[src/rtl/evt_timer_pkg.sv]
package evt_timer_pkg;

  localparam int NFLAG = 4;

  // register addresses
  localparam int ADR_CNT_HI = 0;
  localparam int ADR_CNT_LO = 1;
  localparam int ADR_A_HI   = 2;
  localparam int ADR_A_LO   = 3;
  localparam int ADR_B_HI   = 4;
  localparam int ADR_B_LO   = 5;
  localparam int ADR_STS    = 6;

  // strobes from control to datapath
  typedef struct packed {
    logic ldCntHi;
    logic ldCntLo;
    logic ldAHi;
    logic ldALo;
    logic ldBHi;
    logic ldBLo;
  } dpStrobe_t;

  // hardware set events from datapath to control
  typedef struct packed {
    logic evOvf;
    logic evB;
    logic evA;
    logic evCap;
  } dpEvent_t;

  // flag index (0 cap, 1 A, 2 B, 3 overflow) to status bit position
  function automatic int flagBit(input int idx);
    return 4 - idx;
  endfunction

endpackage

[src/rtl/evt_timer_dp.sv]
module evt_timer_dp
  import evt_timer_pkg::*;
#(
  parameter int CNT_W  = 16,
  parameter int DATA_W = 8
) (
  input  logic              clk,
  input  logic              rst_n,
  input  logic              cntEn,
  input  logic              capIn,
  input  dpStrobe_t         strb,
  input  logic [DATA_W-1:0] wdata,
  output logic [CNT_W-1:0]  cntQ,
  output logic [CNT_W-1:0]  cmpAQ,
  output logic [CNT_W-1:0]  cmpBQ,
  output dpEvent_t          ev
);

  localparam int HI_W = CNT_W - DATA_W;

  logic [CNT_W-1:0] cntNext;
  logic             cntLoad;
  logic             advance;
  logic             capPrev;

  assign cntNext = cntQ + CNT_W'(1);
  assign cntLoad = strb.ldCntHi | strb.ldCntLo;
  assign advance = cntEn & ~cntLoad;

  always_ff @(posedge clk) begin
    if (!rst_n) begin
      cntQ <= '0;
    end else if (cntLoad) begin
      if (strb.ldCntHi) cntQ[CNT_W-1:DATA_W] <= wdata[HI_W-1:0];
      if (strb.ldCntLo) cntQ[DATA_W-1:0]     <= wdata;
    end else if (cntEn) begin
      cntQ <= cntNext;
    end
  end

  always_ff @(posedge clk) begin
    if (!rst_n) begin
      cmpAQ <= '0;
      cmpBQ <= '0;
    end else begin
      if (strb.ldAHi) cmpAQ[CNT_W-1:DATA_W] <= wdata[HI_W-1:0];
      if (strb.ldALo) cmpAQ[DATA_W-1:0]     <= wdata;
      if (strb.ldBHi) cmpBQ[CNT_W-1:DATA_W] <= wdata[HI_W-1:0];
      if (strb.ldBLo) cmpBQ[DATA_W-1:0]     <= wdata;
    end
  end

  always_ff @(posedge clk) begin
    if (!rst_n) capPrev <= 1'b0;
    else        capPrev <= capIn;
  end

  always_comb begin
    ev.evA   = advance & (cntNext == cmpAQ);
    ev.evB   = advance & (cntNext == cmpBQ);
    ev.evOvf = advance & (cntQ == {CNT_W{1'b1}});
    ev.evCap = capIn & ~capPrev;
  end


  cnt_step_chk: assert property (@(posedge clk) disable iff (!rst_n)
    advance |=> cntQ == $past(cntQ) + CNT_W'(1));


  cnt_load_chk: assert property (@(posedge clk) disable iff (!rst_n)
    strb.ldCntLo |=> cntQ[DATA_W-1:0] == $past(wdata));


  cnt_wrap_chk: assert property (@(posedge clk) disable iff (!rst_n)
    (advance && cntQ == {CNT_W{1'b1}}) |=> cntQ == '0);


  cap_once_chk: assert property (@(posedge clk) disable iff (!rst_n)
    ev.evCap |=> !ev.evCap);

endmodule

[src/rtl/evt_timer_ctl.sv]
module evt_timer_ctl
  import evt_timer_pkg::*;
#(
  parameter int ADDR_W = 3,
  parameter int DATA_W = 8,
  parameter int CNT_W  = 16
) (
  input  logic              clk,
  input  logic              rst_n,
  input  logic [ADDR_W-1:0] busAddr,
  input  logic              busRd,
  input  logic              busWr,
  input  logic [DATA_W-1:0] busWdata,
  input  dpEvent_t          ev,
  input  logic [CNT_W-1:0]  cntQ,
  input  logic [CNT_W-1:0]  cmpAQ,
  input  logic [CNT_W-1:0]  cmpBQ,
  output dpStrobe_t         strb,
  output logic [DATA_W-1:0] dpWdata,
  output logic [DATA_W-1:0] busRdata,
  output logic              irq
);

  localparam int HI_W = CNT_W - DATA_W;

  logic              stsRd;
  logic              stsWr;
  logic [NFLAG-1:0]  evVec;
  logic [NFLAG-1:0]  flagQ;
  logic [NFLAG-1:0]  armQ;
  logic [DATA_W-1:0] stsByte;
  logic [DATA_W-1:0] rdMux;

  assign stsRd   = busRd & (busAddr == ADDR_W'(ADR_STS));
  assign stsWr   = busWr & (busAddr == ADDR_W'(ADR_STS));
  assign evVec   = {ev.evOvf, ev.evB, ev.evA, ev.evCap};
  assign dpWdata = busWdata;

  always_comb begin
    strb.ldCntHi = busWr & (busAddr == ADDR_W'(ADR_CNT_HI));
    strb.ldCntLo = busWr & (busAddr == ADDR_W'(ADR_CNT_LO));
    strb.ldAHi   = busWr & (busAddr == ADDR_W'(ADR_A_HI));
    strb.ldALo   = busWr & (busAddr == ADDR_W'(ADR_A_LO));
    strb.ldBHi   = busWr & (busAddr == ADDR_W'(ADR_B_HI));
    strb.ldBLo   = busWr & (busAddr == ADDR_W'(ADR_B_LO));
  end

  for (genvar i = 0; i < NFLAG; i++) begin : g_flag
    localparam int BP = flagBit(i);
    logic wrZero;
    assign wrZero = stsWr & ~busWdata[BP];

    always_ff @(posedge clk) begin
      if (!rst_n) begin
        flagQ[i] <= 1'b0;
        armQ[i]  <= 1'b0;
      end else begin
        if (evVec[i])                flagQ[i] <= 1'b1;
        else if (wrZero && armQ[i])  flagQ[i] <= 1'b0;
        if (stsWr)                   armQ[i]  <= 1'b0;
        else if (stsRd && flagQ[i])  armQ[i]  <= 1'b1;
      end
    end


    flag_rise_chk: assert property (@(posedge clk) disable iff (!rst_n)
      $rose(flagQ[i]) |-> $past(evVec[i]));


    flag_fall_chk: assert property (@(posedge clk) disable iff (!rst_n)
      $fell(flagQ[i]) |-> $past(wrZero && armQ[i]));


    arm_needs_flag_chk: assert property (@(posedge clk) disable iff (!rst_n)
      armQ[i] |-> flagQ[i]);


    set_wins_chk: assert property (@(posedge clk) disable iff (!rst_n)
      (evVec[i] && stsWr) |=> (flagQ[i] && !armQ[i]));
  end

  always_comb begin
    stsByte = '0;
    for (int k = 0; k < NFLAG; k++) stsByte[flagBit(k)] = flagQ[k];
  end

  always_comb begin
    rdMux = '0;
    case (busAddr)
      ADDR_W'(ADR_CNT_HI): rdMux[HI_W-1:0] = cntQ[CNT_W-1:DATA_W];
      ADDR_W'(ADR_CNT_LO): rdMux           = cntQ[DATA_W-1:0];
      ADDR_W'(ADR_A_HI):   rdMux[HI_W-1:0] = cmpAQ[CNT_W-1:DATA_W];
      ADDR_W'(ADR_A_LO):   rdMux           = cmpAQ[DATA_W-1:0];
      ADDR_W'(ADR_B_HI):   rdMux[HI_W-1:0] = cmpBQ[CNT_W-1:DATA_W];
      ADDR_W'(ADR_B_LO):   rdMux           = cmpBQ[DATA_W-1:0];
      ADDR_W'(ADR_STS):    rdMux           = stsByte;
      default:             rdMux           = '0;
    endcase
  end

  assign busRdata = busRd ? rdMux : '0;
  assign irq      = |flagQ;

endmodule

[src/rtl/evt_timer_status.sv]
module evt_timer_status
  import evt_timer_pkg::*;
#(
  parameter int ADDR_W = 3,
  parameter int DATA_W = 8,
  parameter int CNT_W  = 16
) (
  input  logic              clk,
  input  logic              rst_n,
  input  logic              cntEn,
  input  logic              capIn,
  input  logic [ADDR_W-1:0] busAddr,
  input  logic              busRd,
  input  logic              busWr,
  input  logic [DATA_W-1:0] busWdata,
  output logic [DATA_W-1:0] busRdata,
  output logic              irq
);

  dpStrobe_t         strb;
  dpEvent_t          ev;
  logic [DATA_W-1:0] dpWdata;
  logic [CNT_W-1:0]  cntQ;
  logic [CNT_W-1:0]  cmpAQ;
  logic [CNT_W-1:0]  cmpBQ;

  evt_timer_ctl #(.ADDR_W(ADDR_W), .DATA_W(DATA_W), .CNT_W(CNT_W)) u_ctl (
    .clk(clk), .rst_n(rst_n), .busAddr(busAddr), .busRd(busRd),
    .busWr(busWr), .busWdata(busWdata), .ev(ev), .cntQ(cntQ),
    .cmpAQ(cmpAQ), .cmpBQ(cmpBQ), .strb(strb), .dpWdata(dpWdata),
    .busRdata(busRdata), .irq(irq)
  );

  evt_timer_dp #(.CNT_W(CNT_W), .DATA_W(DATA_W)) u_dp (
    .clk(clk), .rst_n(rst_n), .cntEn(cntEn), .capIn(capIn), .strb(strb),
    .wdata(dpWdata), .cntQ(cntQ), .cmpAQ(cmpAQ), .cmpBQ(cmpBQ), .ev(ev)
  );

endmodule

[config.mk]
export PLATFORM = sky130hd
export DESIGN_NAME = evt_timer_status
export DESIGN_NICKNAME = d
export VERILOG_FILES = /design/src/rtl/evt_timer_pkg.sv /design/src/rtl/evt_timer_dp.sv /design/src/rtl/evt_timer_ctl.sv /design/src/rtl/evt_timer_status.sv
export SDC_FILE = /design/constraint.sdc
export NUM_CORES = 1
export LEC_CHECK = 0
export ABC_AREA = 0
export BUFFER_PORTS_ARGS = -buffer_cell sky130_fd_sc_hd__buf_2
export CORE_MARGIN = 1
export CORE_UTILIZATION = 50
export CTS_CLUSTER_DIAMETER = 50
export DETAILED_ROUTE_END_ITERATION = 6
export GPL_ROUTABILITY_DRIVEN = 0
export PLACE_DENSITY = 0.72
export RECOVER_POWER = 100
export SLEW_MARGIN = 20
export SYNTH_ARGS = -nofsm -noshare
export SYNTH_HDL_FRONTEND = slang
export SYNTH_SLANG_ARGS = --single-unit
[constraint.sdc]
create_clock -name clk -period 2.7 [get_ports clk]
set_input_delay 0.405 -clock clk [delete_from_list [all_inputs] [get_ports clk]]
set_output_delay 0.405 -clock clk [all_outputs]
set_load 0.02 [all_outputs]
## Yosys cells after proc, flatten, opt, wreduce, memory -nomap -nowiden

Cells that the tools add are included.

| storage, ports and cells | value |
|---|---|
| bits in registers | 57 |
| input bits | 17 |
| output and inout port bits | 9 |
| word-level logic and storage cells | 84 |

| operators by class | value |
|---|---|
| add/subtract/negate cells | 1 |
| eq/ne operators | 11 |
| mux-type cells | 14 |
| bitwise logic cells | 25 |
| reduce and logical (&&, ||, !) cells | 18 |

Operator list:

| cell | number |
|---|---|
| case mux 8 bit (7 select lines) | 1 |
| equality test 16 bit | 2 |
| two-way mux 16 bit | 2 |
| two-way mux 8 bit | 3 |
| bitwise AND 1 bit | 17 |
| adder 16 x 1 -> 16 bit (second input constant) | 1 |
| equality test 16 bit (second input constant) | 1 |
| nonzero test 2 bit | 5 |
| equality test 3 bit (second input constant) | 3 |
| logical AND 1 bit | 8 |
| two-way mux 1 bit | 8 |
| NOT 1 bit | 7 |
| equality test 3 x 2 -> 1 bit (second input constant) | 2 |
| != test 2 x 1 -> 1 bit (second input constant) | 2 |
| AND reduction 2 bit | 2 |
| OR reduction 4 bit | 1 |
| equality test 3 x 1 -> 1 bit (second input constant) | 1 |
| logical NOT 3 bit | 1 |
| OR reduction 2 bit | 1 |
| OR 1 bit | 1 |

## Logic depth before layout (Yosys ltp)

Gate-level depths: netlist of the first run.

| depth | value |
|---|---|
| depth after elaboration | 7 |
| depth in mapped cells | 9 |

## By module

A second synthesis of the first run with hierarchy kept.

| second synthesis, totals | value |
|---|---|
| cell total of the unflattened synthesis | 462 |
| area total of the unflattened synthesis | 3937.5 um^2 |

By module, submodules not included:

| module | instances | cells each | area an instance (um^2) |
|---|---|---|---|
| evt_timer_dp | 1 | 345 | 3006.6 |
| evt_timer_ctl | 1 | 117 | 930.9 |

## Worst setup path after synthesis of the first run

Ideal clock, no wire load.

| path | value |
|---|---|
| path kind | register to register |
| from | register u_dp.cntQ[1] |
| to | register u_ctl.flagQ[1] |
| arrival time | 2.521 ns |
| setup slack | 0.095 ns |
| stages on the path, launching flop included | 10 |
| path buffers | 2 |
| period minus slack after synthesis | 2.605 ns |
| path through | dfxtp_1 > ha_1 > buf_4 > nand4_1 > or3_1 > clkbuf_1 > mux2i_1 > a2111o_1 > or4_1 > o31ai_2 |

| on the way | value |
|---|---|
| longest elaborated chain between the ends | 4 |

RTL lines:

| what | line | source |
|---|---|---|
| from (decl) | evt_timer_dp.sv:13 | `output logic [CNT_W-1:0] cntQ,` |
| from (signal, indexed assignment) | evt_timer_dp.sv:34 | `if (strb.ldCntHi) cntQ[CNT_W-1:DATA_W] <= wdata[HI_W-1:0];` |
| from (signal, indexed assignment) | evt_timer_dp.sv:35 | `if (strb.ldCntLo) cntQ[DATA_W-1:0] <= wdata;` |
| from (signal assigned) | evt_timer_dp.sv:37 | `cntQ <= cntNext;` |
| adder 16 x 1 -> 16 bit (*) | evt_timer_dp.sv:26 | `assign cntNext = cntQ + CNT_W'(1);` |
| equality test 16 bit (*) | evt_timer_dp.sv:59 | `ev.evA = advance & (cntNext == cmpAQ);` |
| bitwise AND 1 bit (*) | evt_timer_dp.sv:59 |  |
| two-way mux 1 bit / nonzero test 2 bit (equally long branches) | -- |  |
| to (signal, indexed assignment) | evt_timer_ctl.sv:55 | `flagQ[i] <= 1'b0;` |
| to (signal, indexed assignment) | evt_timer_ctl.sv:58 | `if (evVec[i]) flagQ[i] <= 1'b1;` |
| to (signal, indexed assignment) | evt_timer_ctl.sv:59 | `else if (wrZero && armQ[i]) flagQ[i] <= 1'b0;` |
| to (decl) | evt_timer_ctl.sv:29 | `logic [NFLAG-1:0] flagQ;` |

Every way passes the cells marked *; elsewhere a longest branch is shown, timed or not.
A chain may end at the register's enable or synchronous reset.

## Worst setup path after layout of the first run

| path | value |
|---|---|
| from | register u_dp.cntQ[0] |
| to | register u_ctl.flagQ[1] |

The elaborated chain is that of the path after synthesis.

==> load_flow_metrics.sql, run 1 <==
INSERT INTO impl_metrics (metric_group, metric, value, unit) VALUES
('power', 'vdd_drop_max', '0.3550', 'mV'),
('critical_path', 'start_to_end_type_of_the_worst_setup_path', 'register to register', ''),
('route', 'drt-wirelength-per-cell', '19.83', 'um'),
('synth', 'synth_area', '0.004061', 'mm2'),
('final_layout', 'synthToLayoutAreaGrowth', '11.49', '%'),
('hold_path', 'hold_path_depth', '2', ''),
('critical_path', 'worstSetupStartpointType', 'register', ''),
('route', 'drc', '0', ''),
('clock_tree', 'cts_max_level', '3', ''),
('grt', 'global_route.overflow_total', '0', ''),
('clock_tree', 'post_cts.resized_instances', '0', ''),
('synth', 'synth_compound_area_share', '21.04', '%'),
('route', 'finalWirelength', '12710', 'um'),
('sta', 'period_needed', '2539', 'ps'),
('sta', 'final_slew_violations', '55', ''),
('clock_tree', 'cts-root-to-sink-buffers', '2', ''),
('power', 'powerDensity', '463.3', 'mW/mm2'),
('hold_path', 'min-delay-path-class', 'input port to register', ''),
('placed_design', 'placement.cell_area', '0.004342', 'mm2'),
('synth', 'synth_simple_gate_area_share', '28.90', '%'),
('sta', 'skew', '13.62', 'ps'),
('synth', 'synth-seq-cells', '57', ''),
('synth', 'synth_top_family_by_area', 'simple AND/OR/NAND/NOR gates', ''),
('critical_path', 'worstReg2RegEnd', 'u_ctl.flagQ[1]', ''),
('synth', 'synth_flop_cell', 'sky130_fd_sc_hd__dfxtp_1', ''),
('clock_tree', 'tritoncts.num_buffers', '9', ''),
('floorplan', 'chipWidth', '92.13', 'um'),
('run', 'timing.max_cap.violations', '1', ''),
('run_status', 'outcome', 'complete, but fails checks', ''),
('sta', 'final-hold-violation-count', '0', ''),
('final_layout', 'n_antenna_cell', '0', ''),
('synth', 'synth_xor_area_share', '8.133', '%'),
('sta', 'setup_repair_after_global_routing_missed_its_margin', 'no', ''),
('floorplan', 'pin_count', '26', ''),
('floorplan', 'core-area', '0.007807', 'mm2'),
('sta', 'final.period_utilization', '94.05', '%'),
('critical_path', 'critPathCaptureType', 'register', ''),
('synth', 'nets_in_the_synthesized_netlist', '529', ''),
('floorplan', 'initial_core_util', '52.02', '%'),
('clock_tree', 'clockRootBuffer', 'sky130_fd_sc_hd__clkbuf_8', ''),
('final_layout', 'area.sequential', '0.001141', 'mm2'),
('clock_tree', 'cts.hold.buffers_added', '0', ''),
('synth', 'synth.avg_cell_area', '7.948', 'um2'),
('clock_tree', 'clock_insertion_delay_worst_skew', '360', 'ps'),
('clock_tree', 'cts_num_sinks', '57', ''),
('grt', 'grt_pass1_vias', '3657', ''),
('final_layout', 'layout-drive-gt1-share', '15.03', '%'),
('run_status', 'violations', 'max-capacitance violations, max-slew violations', ''),
('floorplan', 'num_rows', '32', ''),
('floorplan', 'design.die.area', '0.008487', 'mm2'),
('sta', 'fmax', '393.8', 'MHz'),
('sta', 'setup-violations-final', '0', ''),
('placed_design', 'hpwl', '9373', 'um'),
('synth', 'synth.lib_cells_used.distinct', '67', ''),
('final_layout', 'multi_input_comb_area', '0.002698', 'mm2'),
('clock_tree', 'postCtsSetupRepairBufs', '0', ''),
('synth', 'multiplexer_area_fraction_after_synthesis', '7.917', '%'),
('route', 'drt-vias-per-instance', '6.223', ''),
('route', 'vias', '3989', ''),
('synth', 'synth-adder-area-share', '0.3081', '%'),
('critical_path', 'worst_ep_required_time', '2980', 'ps'),
('hold_path', 'min_from', 'capIn', ''),
('final_layout', 'fin_nets', '552', ''),
('synth', 'synth-edff-count', '0', ''),
('synth', 'synthArstFlopShare', '0', '%'),
('critical_path', 'timing.rr.start', 'u_dp.cntQ[0]', ''),
('grt', 'grt_usage', '31.67', '%'),
('synth', 'synth_warnings', '0', ''),
('critical_path', 'worst_reg2reg_setup_slack', '160', 'ps'),
('route', 'ant_nets', '0', ''),
('sta', 'timing.max_slew.rel_slack', '-30.40', '%');
-- power by group --
group,switching (W),total (W),internal [W]
Sequential,0.0000308,0.000894,0.000863
Clock,0.000378,0.000893,0.000515
Combinational,0.000184,0.000311,0.000127
Total,0.000593,0.00210,0.00150
-- worst max-delay path: stages (launching register included) --
cell and delay [ps]:
sky130_fd_sc_hd__dfxtp_1 340, sky130_fd_sc_hd__ha_1 170, sky130_fd_sc_hd__nand4_1 260, sky130_fd_sc_hd__or3_1 470, sky130_fd_sc_hd__mux2i_1 150, sky130_fd_sc_hd__a2111o_1 380
sky130_fd_sc_hd__or4_1 540, sky130_fd_sc_hd__o31ai_2 170
-- logic make-up (layout without fill, tap and decap cells) --
logic type,Yosys count,in the layout
AO/OA/AOI/OAI,121,121
XOR/XNOR,36,36
adder cells (fa/ha/maj),1,1
buffers and inverters,47,75
flip-flops,57,57
multiplexers,28,28
AND/OR/NAND/NOR,221,221
-- worst max-delay path by stage --
stage            startpoint             end  depth (start not counted)
2_1_floorplan  u_dp.cntQ[1]  u_ctl.flagQ[1]                          9
3_3_place_gp   u_dp.cntQ[0]  u_ctl.flagQ[1]                          7
3_5_place_dp   u_dp.cntQ[0]  u_ctl.flagQ[1]                          7
4_1_cts        u_dp.cntQ[0]  u_ctl.flagQ[1]                          7
5_1_grt        u_dp.cntQ[6]  u_ctl.flagQ[1]                          7
6_report       u_dp.cntQ[0]  u_ctl.flagQ[1]                          7
-- final cells by class --
cell class / instances / area share [%]
Multi-Input combinational cell: 407 / 59.57
Sequential cell: 57 / 25.20
Timing Repair Buffer: 51 / 7.101
Clock buffer: 10 / 2.818
Tap cell: 102 / 2.818
Clock inverter: 6 / 1.824
Inverter: 8 / 0.6632
-- per-stage QoR --
stage | worst slack, ps | hold slack (ps) | instances | utilization (%)
2_1_floorplan | 94.67 | 436.7 | 511 | -
3_3_place_gp | 237.6 | 451.8 | 625 | 55.61
3_5_place_dp | 200.2 | 461.7 | 625 | 55.61
4_1_cts | 185.1 | 269.1 | 641 | 58.30
5_1_grt | 34.06 | 289.0 | 641 | 58.00
6_report | 160.5 | 277.6 | 641 | 58.00
-- cell usage after synthesis (8+ instances only) --
cell type | instances | area, um2
sky130_fd_sc_hd__inv_1 | 8 | 30.03
sky130_fd_sc_hd__clkbuf_1 | 19 | 71.32
sky130_fd_sc_hd__nor3_1 | 8 | 40.04
sky130_fd_sc_hd__mux2i_1 | 22 | 220.2
sky130_fd_sc_hd__a21oi_1 | 19 | 95.09
sky130_fd_sc_hd__a21boi_0 | 27 | 202.7
sky130_fd_sc_hd__nand3_1 | 15 | 75.07
sky130_fd_sc_hd__xnor2_1 | 25 | 219.0
sky130_fd_sc_hd__a22oi_1 | 12 | 90.09
sky130_fd_sc_hd__o21ai_0 | 20 | 100.1
sky130_fd_sc_hd__nand2_1 | 86 | 322.8
sky130_fd_sc_hd__nor2_1 | 31 | 116.4
sky130_fd_sc_hd__xor2_1 | 10 | 87.58
sky130_fd_sc_hd__dfxtp_1 | 57 | 1141
sky130_fd_sc_hd__nor2b_1 | 28 | 175.2
-- sequential cells by signal, summed over array words and instances (netlist names) --
name and cells:
u_dp.capPrev 1, u_dp.cmpAQ 16, u_dp.cntQ 16, u_ctl.armQ 4, u_dp.cmpBQ 16, u_ctl.flagQ 4
-- routing by layer --
layer	vias up	wire length [um]	GRT usage (%)	share of wire [%]
met1	1883	5443	42.90	43
met4	0	335	13.67	2.6
met3	27	1193	6.551	9.4
met2	220	5737	48.51	45
met5	-	0	0	0
li1	1859	-	-	-
No activity file was read; power rests on OpenSTA's default activity.
==> run 2, diff against run 1 <==
--- a/config.mk
+++ b/config.mk
@@ -12,6 +12,7 @@
 export CTS_CLUSTER_DIAMETER = 50
 export DETAILED_ROUTE_END_ITERATION = 6
 export GPL_ROUTABILITY_DRIVEN = 0
+export GPL_TIMING_DRIVEN = 0
 export PLACE_DENSITY = 0.72
 export RECOVER_POWER = 100
 export SLEW_MARGIN = 20
==> load_flow_metrics.sql, run 2 (same netlist as run 1, synthesis figures left out) <==
INSERT INTO impl_metrics (metric_group, metric, value, unit) VALUES
('clock_tree', 'clock_tree_from_tritoncts', 'built', ''),
('sta', 'period_needed', '2629', 'ps'),
('grt', 'global_route.overflow_total', '0', ''),
('grt', 'antenna_found_initial', '0', ''),
('critical_path', 'worst_ep_required_time', '2960', 'ps'),
('power', 'cell_internal_pwr', '0.001453', 'W'),
('grt', 'grt_pass1_vias', '3969', ''),
('critical_path', 'start_to_end_type_of_the_worst_setup_path', 'register to register', ''),
('clock_tree', 'cts_num_sinks', '57', ''),
('sta', 'final.period_utilization', '97.37', '%'),
('critical_path', 'critical_path.startpoint', 'u_dp.cntQ[1]', ''),
('critical_path', 'worst_r2r_path_depth', '8', ''),
('power', 'vdd_drop_max', '0.2680', 'mV'),
('route', 'drt_iter0_markers', '397', ''),
('final_layout', 'fin_nets', '566', ''),
('sta', 'final_slew_violations', '0', ''),
('power', 'pwr-share-seq', '44.2', '%'),
('clock_tree', 'clockRootBuffer', 'sky130_fd_sc_hd__clkbuf_8', ''),
('critical_path', 'worst_reg2reg_setup_slack', '70', 'ps'),
('final_layout', 'most-common-layout-cells', 'sky130_fd_sc_hd__nand2_1 (86), sky130_fd_sc_hd__dfxtp_1 (56), sky130_fd_sc_hd__nor2_1 (31)', ''),
('final_layout', 'layout-drive-gt1-share', '14.86', '%'),
('placed_design', 'hpwl', '9874', 'um'),
('final_layout', 'synthToLayoutAreaGrowth', '12.54', '%'),
('final_layout', 'fillers', '739', ''),
('floorplan', 'chipWidth', '92.13', 'um'),
('floorplan', 'pin_count', '26', ''),
('route', 'drc', '0', ''),
('critical_path', 'timing.rr.start', 'u_dp.cntQ[1]', ''),
('sta', 'timing.max_slew.rel_slack', '40.32', '%'),
('clock_tree', 'cts_max_level', '3', ''),
('final_layout', 'reg.largest.list', 'u_dp.cmpAQ: 16 flops, u_dp.cmpBQ: 16 flops, u_dp.cntQ: 16 flops', ''),
('power', 'relative_contribution_of_the_clock_network_to_total_power', '40.1', '%'),
('sta', 'skew', '6.075', 'ps'),
('hold_path', 'min-delay-path-class', 'input port to register', ''),
('clock_tree', 'cts-root-to-sink-buffers', '2', ''),
('placed_design', 'count_of_buffers_from_port_buffering', '22', ''),
('run_status', 'outcome', 'finished clean', ''),
('route', 'drt-vias-per-instance', '6.431', ''),
('final_layout', 'final_common_cell', 'sky130_fd_sc_hd__nand2_1', ''),
('grt', 'grt_pass1_wl', '21170', 'um'),
('run', 'timing.max_cap.violations', '0', ''),
('clock_tree', 'cts.hold.buffers_added', '0', ''),
('floorplan', 'die_h', '92.13', 'um'),
('sta', 'max_slew.worst_pin.slew', '888.3', 'ps'),
('floorplan', 'design.die.area', '0.008487', 'mm2'),
('placed_design', 'dp_slack', '-350.2', 'ps'),
('power', 'power.share.switching', '27.85', '%'),
('final_layout', 'post_route_design_area', '0.004571', 'mm2'),
('sta', 'final-hold-violation-count', '0', ''),
('critical_path', 'worstPathMaxFanout', '8', ''),
('critical_path', 'critPathCaptureType', 'register', ''),
('route', 'drt-wirelength-per-cell', '20.57', 'um'),
('clock_tree', 'clock_pin_slew_reported_for_the_worst_setup_and_hold_paths_after_clock_tree_synthesis', '70', 'ps'),
('route', 'vias', '4206', ''),
('route', 'ant_nets', '0', ''),
('floorplan', 'num_rows', '32', ''),
('route', 'finalWirelength', '13460', 'um'),
('grt', 'grt_usage', '33.17', '%'),
('power', 'power_switching', '0.0005610', 'W'),
('floorplan', 'initial_core_util', '52.02', '%'),
('critical_path', 'worstReg2RegEnd', 'u_ctl.flagQ[1]', ''),
('clock_tree', 'clock_insertion_delay_worst_skew', '340', 'ps'),
('final_layout', 'area.sequential', '0.001145', 'mm2'),
('sta', 'setup-violations-final', '0', ''),
('power', 'power.static_leakage', '1.661', 'nW'),
('clock_tree', 'tritoncts.num_buffers', '9', ''),
('power', 'powerDensity', '440.7', 'mW/mm2'),
('floorplan', 'core-area', '0.007807', 'mm2'),
('critical_path', 'worstSetupStartpointType', 'register', ''),
('final_layout', 'finish.cell_count_without_fillers', '654', ''),
('grt', 'maximum_number_of_pins_on_one_net_before_global_route_repair', '11', ''),
('final_layout', 'multi_input_comb_area', '0.002730', 'mm2'),
('placed_design', 'dp.cells', '635', ''),
('critical_path', 'critPathCapture', 'u_ctl.flagQ[1]', ''),
('power', 'power_frac_comb', '15.7', '%'),
('route', 'dr.pass1.iters', '7', ''),
('sta', 'final_critical_path_setup_slack', '71.03', 'ps'),
('final_layout', 'n_antenna_cell', '0', ''),
('critical_path', 'worstPathArrival', '2890', 'ps'),
('placed_design', 'placement.cell_area', '0.004299', 'mm2'),
('sta', 'fmax', '380.4', 'MHz');
==> run 2: layout make-up <==
cell class,count,share of cell area [%]
Tap cell,102,2.792
Buffer,38,4.407
Clock buffer,12,3.394
Timing Repair Buffer,27,3.093
Sequential cell,57,25.05
Multi-Input combinational cell,407,59.73
Inverter,8,0.6570
Clock inverter,3,0.8760
==> run 2: through the flow <==
stage | utilization [%] | hold WS, ps | total power (W) | setup TNS [ps]
finish | 58.54 | 280.4 | 0.002014 | 0
global route | 58.54 | 281.4 | 0.002089 | -4.946
CTS | 57.90 | 273.1 | 0.002015 | 0
detailed placement | 55.06 | 455.6 | 0.001210 | -548.9
global placement | 55.06 | 450.2 | 0.001203 | -449.2
floorplan | - | 436.7 | 0.001110 | 0
==> run 2: metal layers <==
| layer | vias to the layer above | global-route usage, % | wire length [um] |
|---|---|---|---|
| li1 | 1888 | - | - |
| met1 | 1989 | 43.79 | 5416 |
| met2 | 267 | 50.81 | 5951 |
| met3 | 62 | 7.629 | 1462 |
| met4 | 0 | 16.02 | 624 |
| met5 | - | 0 | 0 |
==> run 2: how the worst min path moves through the flow <==
stage | cells past startpoint | endpoint | slack [ps] | start
after floorplan | 2 | u_ctl.armQ[1] | 440 | u_ctl.armQ[1]
after global placement | 2 | u_ctl.armQ[1] | 450 | u_ctl.armQ[1]
after detailed placement | 2 | u_ctl.armQ[0] | 460 | u_ctl.armQ[0]
after CTS | 2 | u_dp.capPrev | 270 | capIn
after global routing | 2 | u_dp.capPrev | 280 | capIn
final | 2 | u_dp.capPrev | 280 | capIn
==> run 2: timing repair <==
action / 4_1_cts / 5_1_grt
pin swaps: 2 / 3
resized for setup: 5 / 11
buffers inserted: 2 / 3
endpoints found under the setup margin: 4 / 3
==> run 2: power groups by stage <==
stage / clock network [W] / logic [W] / registers (W)
finish: 0.000807 / 0.000316 / 0.000891
detailed placement: 0 / 0.000299 / 0.000910
CTS: 0.000822 / 0.000301 / 0.000892
global route: 0.000856 / 0.000340 / 0.000892
floorplan: 0 / 0.000211 / 0.000899
global placement: 0 / 0.000293 / 0.000910
==> run 2: critical path: stages, from the launching register on <==
cell	delay [ps]
sky130_fd_sc_hd__dfxtp_4	340
sky130_fd_sc_hd__ha_1	150
sky130_fd_sc_hd__buf_6	130
sky130_fd_sc_hd__nand4_1	210
sky130_fd_sc_hd__or3_4	460
sky130_fd_sc_hd__mux2i_1	140
sky130_fd_sc_hd__a2111o_1	390
sky130_fd_sc_hd__or4_4	550
sky130_fd_sc_hd__o31ai_2	170
==> run 3, diff against run 2 <==
--- a/config.mk
+++ b/config.mk
@@ -8,12 +8,13 @@
 export ABC_AREA = 0
 export BUFFER_PORTS_ARGS = -buffer_cell sky130_fd_sc_hd__buf_2
 export CORE_MARGIN = 1
-export CORE_UTILIZATION = 50
+export CORE_UTILIZATION = 45
 export CTS_CLUSTER_DIAMETER = 50
 export DETAILED_ROUTE_END_ITERATION = 6
 export GPL_ROUTABILITY_DRIVEN = 0
 export GPL_TIMING_DRIVEN = 0
-export PLACE_DENSITY = 0.72
+export MAX_ROUTING_LAYER = met4
+export PLACE_DENSITY = 0.66
 export RECOVER_POWER = 100
 export SLEW_MARGIN = 20
 export SYNTH_ARGS = -nofsm -noshare
==> load_flow_metrics.sql, run 3 (same netlist as run 1, synthesis figures left out) <==
INSERT INTO impl_metrics (metric_group, metric, value, unit) VALUES
('placed_design', 'dp_slack', '-369.2', 'ps'),
('route', 'drt-vias-per-instance', '6.195', ''),
('sta', 'final_slew_violations', '0', ''),
('sta', 'period_needed', '2640', 'ps'),
('placed_design', 'count_of_buffers_from_port_buffering', '22', ''),
('critical_path', 'path_delay_family', 'simple AND/OR/NAND/NOR gates', ''),
('grt', 'maximum_number_of_pins_on_one_net_before_global_route_repair', '11', ''),
('power', 'power_switching', '0.0005831', 'W'),
('run_status', 'outcome', 'finished clean', ''),
('critical_path', 'path_cells', 'ha_1, buf_6, nand4_1, or3_4, mux2i_2, a2111o_1, or4_4, o31ai_2', ''),
('route', 'dr.pass1.iters', '5', ''),
('power', 'power.static_leakage', '1.676', 'nW'),
('final_layout', 'n_antenna_cell', '0', ''),
('sta', 'fmax', '378.8', 'MHz'),
('power', 'vdd_drop_max', '0.2455', 'mV'),
('critical_path', 'crit_path_top_delay_cell', 'sky130_fd_sc_hd__or4_4', ''),
('critical_path', 'critPathBufInv', '1', ''),
('route', 'drt_iter0_markers', '369', ''),
('critical_path', 'worstSetupStartpointType', 'register', ''),
('route', 'finalWirelength', '13560', 'um'),
('hold_path', 'min_from', 'capIn', ''),
('route', 'vias', '4107', ''),
('floorplan', 'die_h', '97', 'um'),
('route', 'drc', '0', ''),
('grt', 'grt_pass1_wl', '21190', 'um'),
('grt', 'grt_usage', '30.25', '%'),
('power', 'power_frac_comb', '15.6', '%'),
('grt', 'antenna_found_initial', '0', ''),
('clock_tree', 'clock_insertion_delay_worst_skew', '340', 'ps'),
('clock_tree', 'clockRootBuffer', 'sky130_fd_sc_hd__clkbuf_8', ''),
('power', 'cell_internal_pwr', '0.001458', 'W'),
('placed_design', 'hpwl', '10010', 'um'),
('sta', 'timing.max_slew.rel_slack', '35.32', '%'),
('power', 'finalPower', '0.002042', 'W'),
('power', 'pwr-share-seq', '43.6', '%'),
('route', 'ant_nets', '0', ''),
('final_layout', 'final_util', '52.83', '%'),
('run', 'timing.max_cap.violations', '0', ''),
('sta', 'final_critical_path_setup_slack', '59.84', 'ps'),
('route', 'drt-wirelength-per-cell', '20.44', 'um'),
('final_layout', 'most-common-layout-cells', 'sky130_fd_sc_hd__nand2_1 (86), sky130_fd_sc_hd__dfxtp_1 (55), sky130_fd_sc_hd__nor2_1 (31)', ''),
('critical_path', 'critPathCaptureType', 'register', ''),
('floorplan', 'chipWidth', '97', 'um'),
('critical_path', 'worst_ep_required_time', '2960', 'ps'),
('floorplan', 'num_rows', '34', ''),
('floorplan', 'pin_count', '26', ''),
('grt', 'grt_pass1_vias', '3844', ''),
('critical_path', 'start_to_end_type_of_the_worst_setup_path', 'register to register', ''),
('hold_path', 'min-delay-path-class', 'input port to register', ''),
('sta', 'setup-violations-final', '0', ''),
('critical_path', 'critical_path.startpoint', 'u_dp.cntQ[1]', ''),
('critical_path', 'worstPathMaxFanout', '8', ''),
('power', 'powerDensity', '443.1', 'mW/mm2'),
('power', 'relative_contribution_of_the_clock_network_to_total_power', '40.8', '%'),
('sta', 'max_slew.worst_pin.slew', '962.8', 'ps'),
('final_layout', 'fillers', '831', ''),
('clock_tree', 'cts.hold.buffers_added', '0', ''),
('clock_tree', 'tritoncts.num_buffers', '9', ''),
('floorplan', 'core-area', '0.008721', 'mm2'),
('final_layout', 'fin_nets', '568', ''),
('clock_tree', 'clock_tree_from_tritoncts', 'built', ''),
('sta', 'final-hold-violation-count', '0', ''),
('clock_tree', 'cts_max_level', '3', ''),
('floorplan', 'initial_core_util', '46.57', '%'),
('grt', 'global_route.overflow_total', '0', ''),
('clock_tree', 'cts-root-to-sink-buffers', '2', ''),
('critical_path', 'worstPathArrival', '2900', 'ps'),
('power', 'power.share.switching', '28.56', '%'),
('critical_path', 'timing.rr.start', 'u_dp.cntQ[1]', ''),
('floorplan', 'design.die.area', '0.009409', 'mm2'),
('clock_tree', 'clock_pin_slew_reported_for_the_worst_setup_and_hold_paths_after_clock_tree_synthesis', '70', 'ps'),
('sta', 'final.period_utilization', '97.78', '%'),
('sta', 'skew', '10.12', 'ps'),
('final_layout', 'layout-drive-gt1-share', '16.04', '%'),
('final_layout', 'final_common_cell', 'sky130_fd_sc_hd__nand2_1', ''),
('clock_tree', 'cts_num_sinks', '57', ''),
('final_layout', 'reg.largest.list', 'u_dp.cmpAQ: 16 flops, u_dp.cmpBQ: 16 flops, u_dp.cntQ: 16 flops', ''),
('critical_path', 'max_stage_delay', '560', 'ps'),
('final_layout', 'synthToLayoutAreaGrowth', '13.43', '%');
-- run 3: cell type report --
cell class / count / area, um2 / share of cell area [%]
multi-input combinational: 407 / 2734 / 59.34
clock inverter: 5 / 53.80 / 1.168
buffer: 38 / 205.2 / 4.454
clock buffer: 11 / 151.4 / 3.286
tap: 108 / 135.1 / 2.933
sequential: 57 / 1146 / 24.88
timing repair buffer: 29 / 151.4 / 3.286
inverter: 8 / 30.03 / 0.6518
-- run 3: through the flow --
step                hold WS, ps  instances  setup TNS, ps  area [um2]
floorplan                 436.7        511              0        4061
global placement          452.1        641         -734.6        4307
detailed placement        460.5        641         -562.0        4312
CTS                       271.1        657              0        4547
global route              268.5        663         -7.993        4607
finish                    272.2        663              0        4607
-- run 3: timing repair --
action,4_1_cts,5_1_grt
endpoints found under the hold margin,0,0
gates resized for setup,8,13
setup endpoints to repair,5,6
pin swaps,2,3
setup buffers,1,6
-- run 3: worst paths after layout --
kind,to,slack (ps),cells after the start
setup / recovery,u_ctl.flagQ[1],60,8
hold / removal,u_dp.capPrev,270,2
setup reg to reg,u_ctl.flagQ[1],60,8
hold reg to reg,u_ctl.armQ[1],480,2
-- run 3: worst register-to-register path: stages, from the launching register on --
cell	delay, ps
sky130_fd_sc_hd__dfxtp_4	340
sky130_fd_sc_hd__ha_1	150
sky130_fd_sc_hd__buf_6	130
sky130_fd_sc_hd__nand4_1	170
sky130_fd_sc_hd__or3_4	440
sky130_fd_sc_hd__mux2i_2	180
sky130_fd_sc_hd__a2111o_1	390
sky130_fd_sc_hd__or4_4	560
sky130_fd_sc_hd__o31ai_2	180
-- run 3: power by group through the flow --
stage                     clock, W  sequential, W  combinational (W)
after floorplan                  0       0.000899           0.000211
after global placement           0       0.000909           0.000297
after detailed placement         0       0.000910           0.000302
after CTS                 0.000843       0.000891           0.000304
after global routing      0.000896       0.000891           0.000342
final                     0.000833       0.000890           0.000318
-- run 3: routing by layer --
layer	track usage (%)	vias up	part of all wire (%)
met5	-	-	0
met4	16.99	0	5.5
met3	5.925	63	9.6
met2	43.77	231	43
met1	39.41	1913	41
li1	-	1900	-
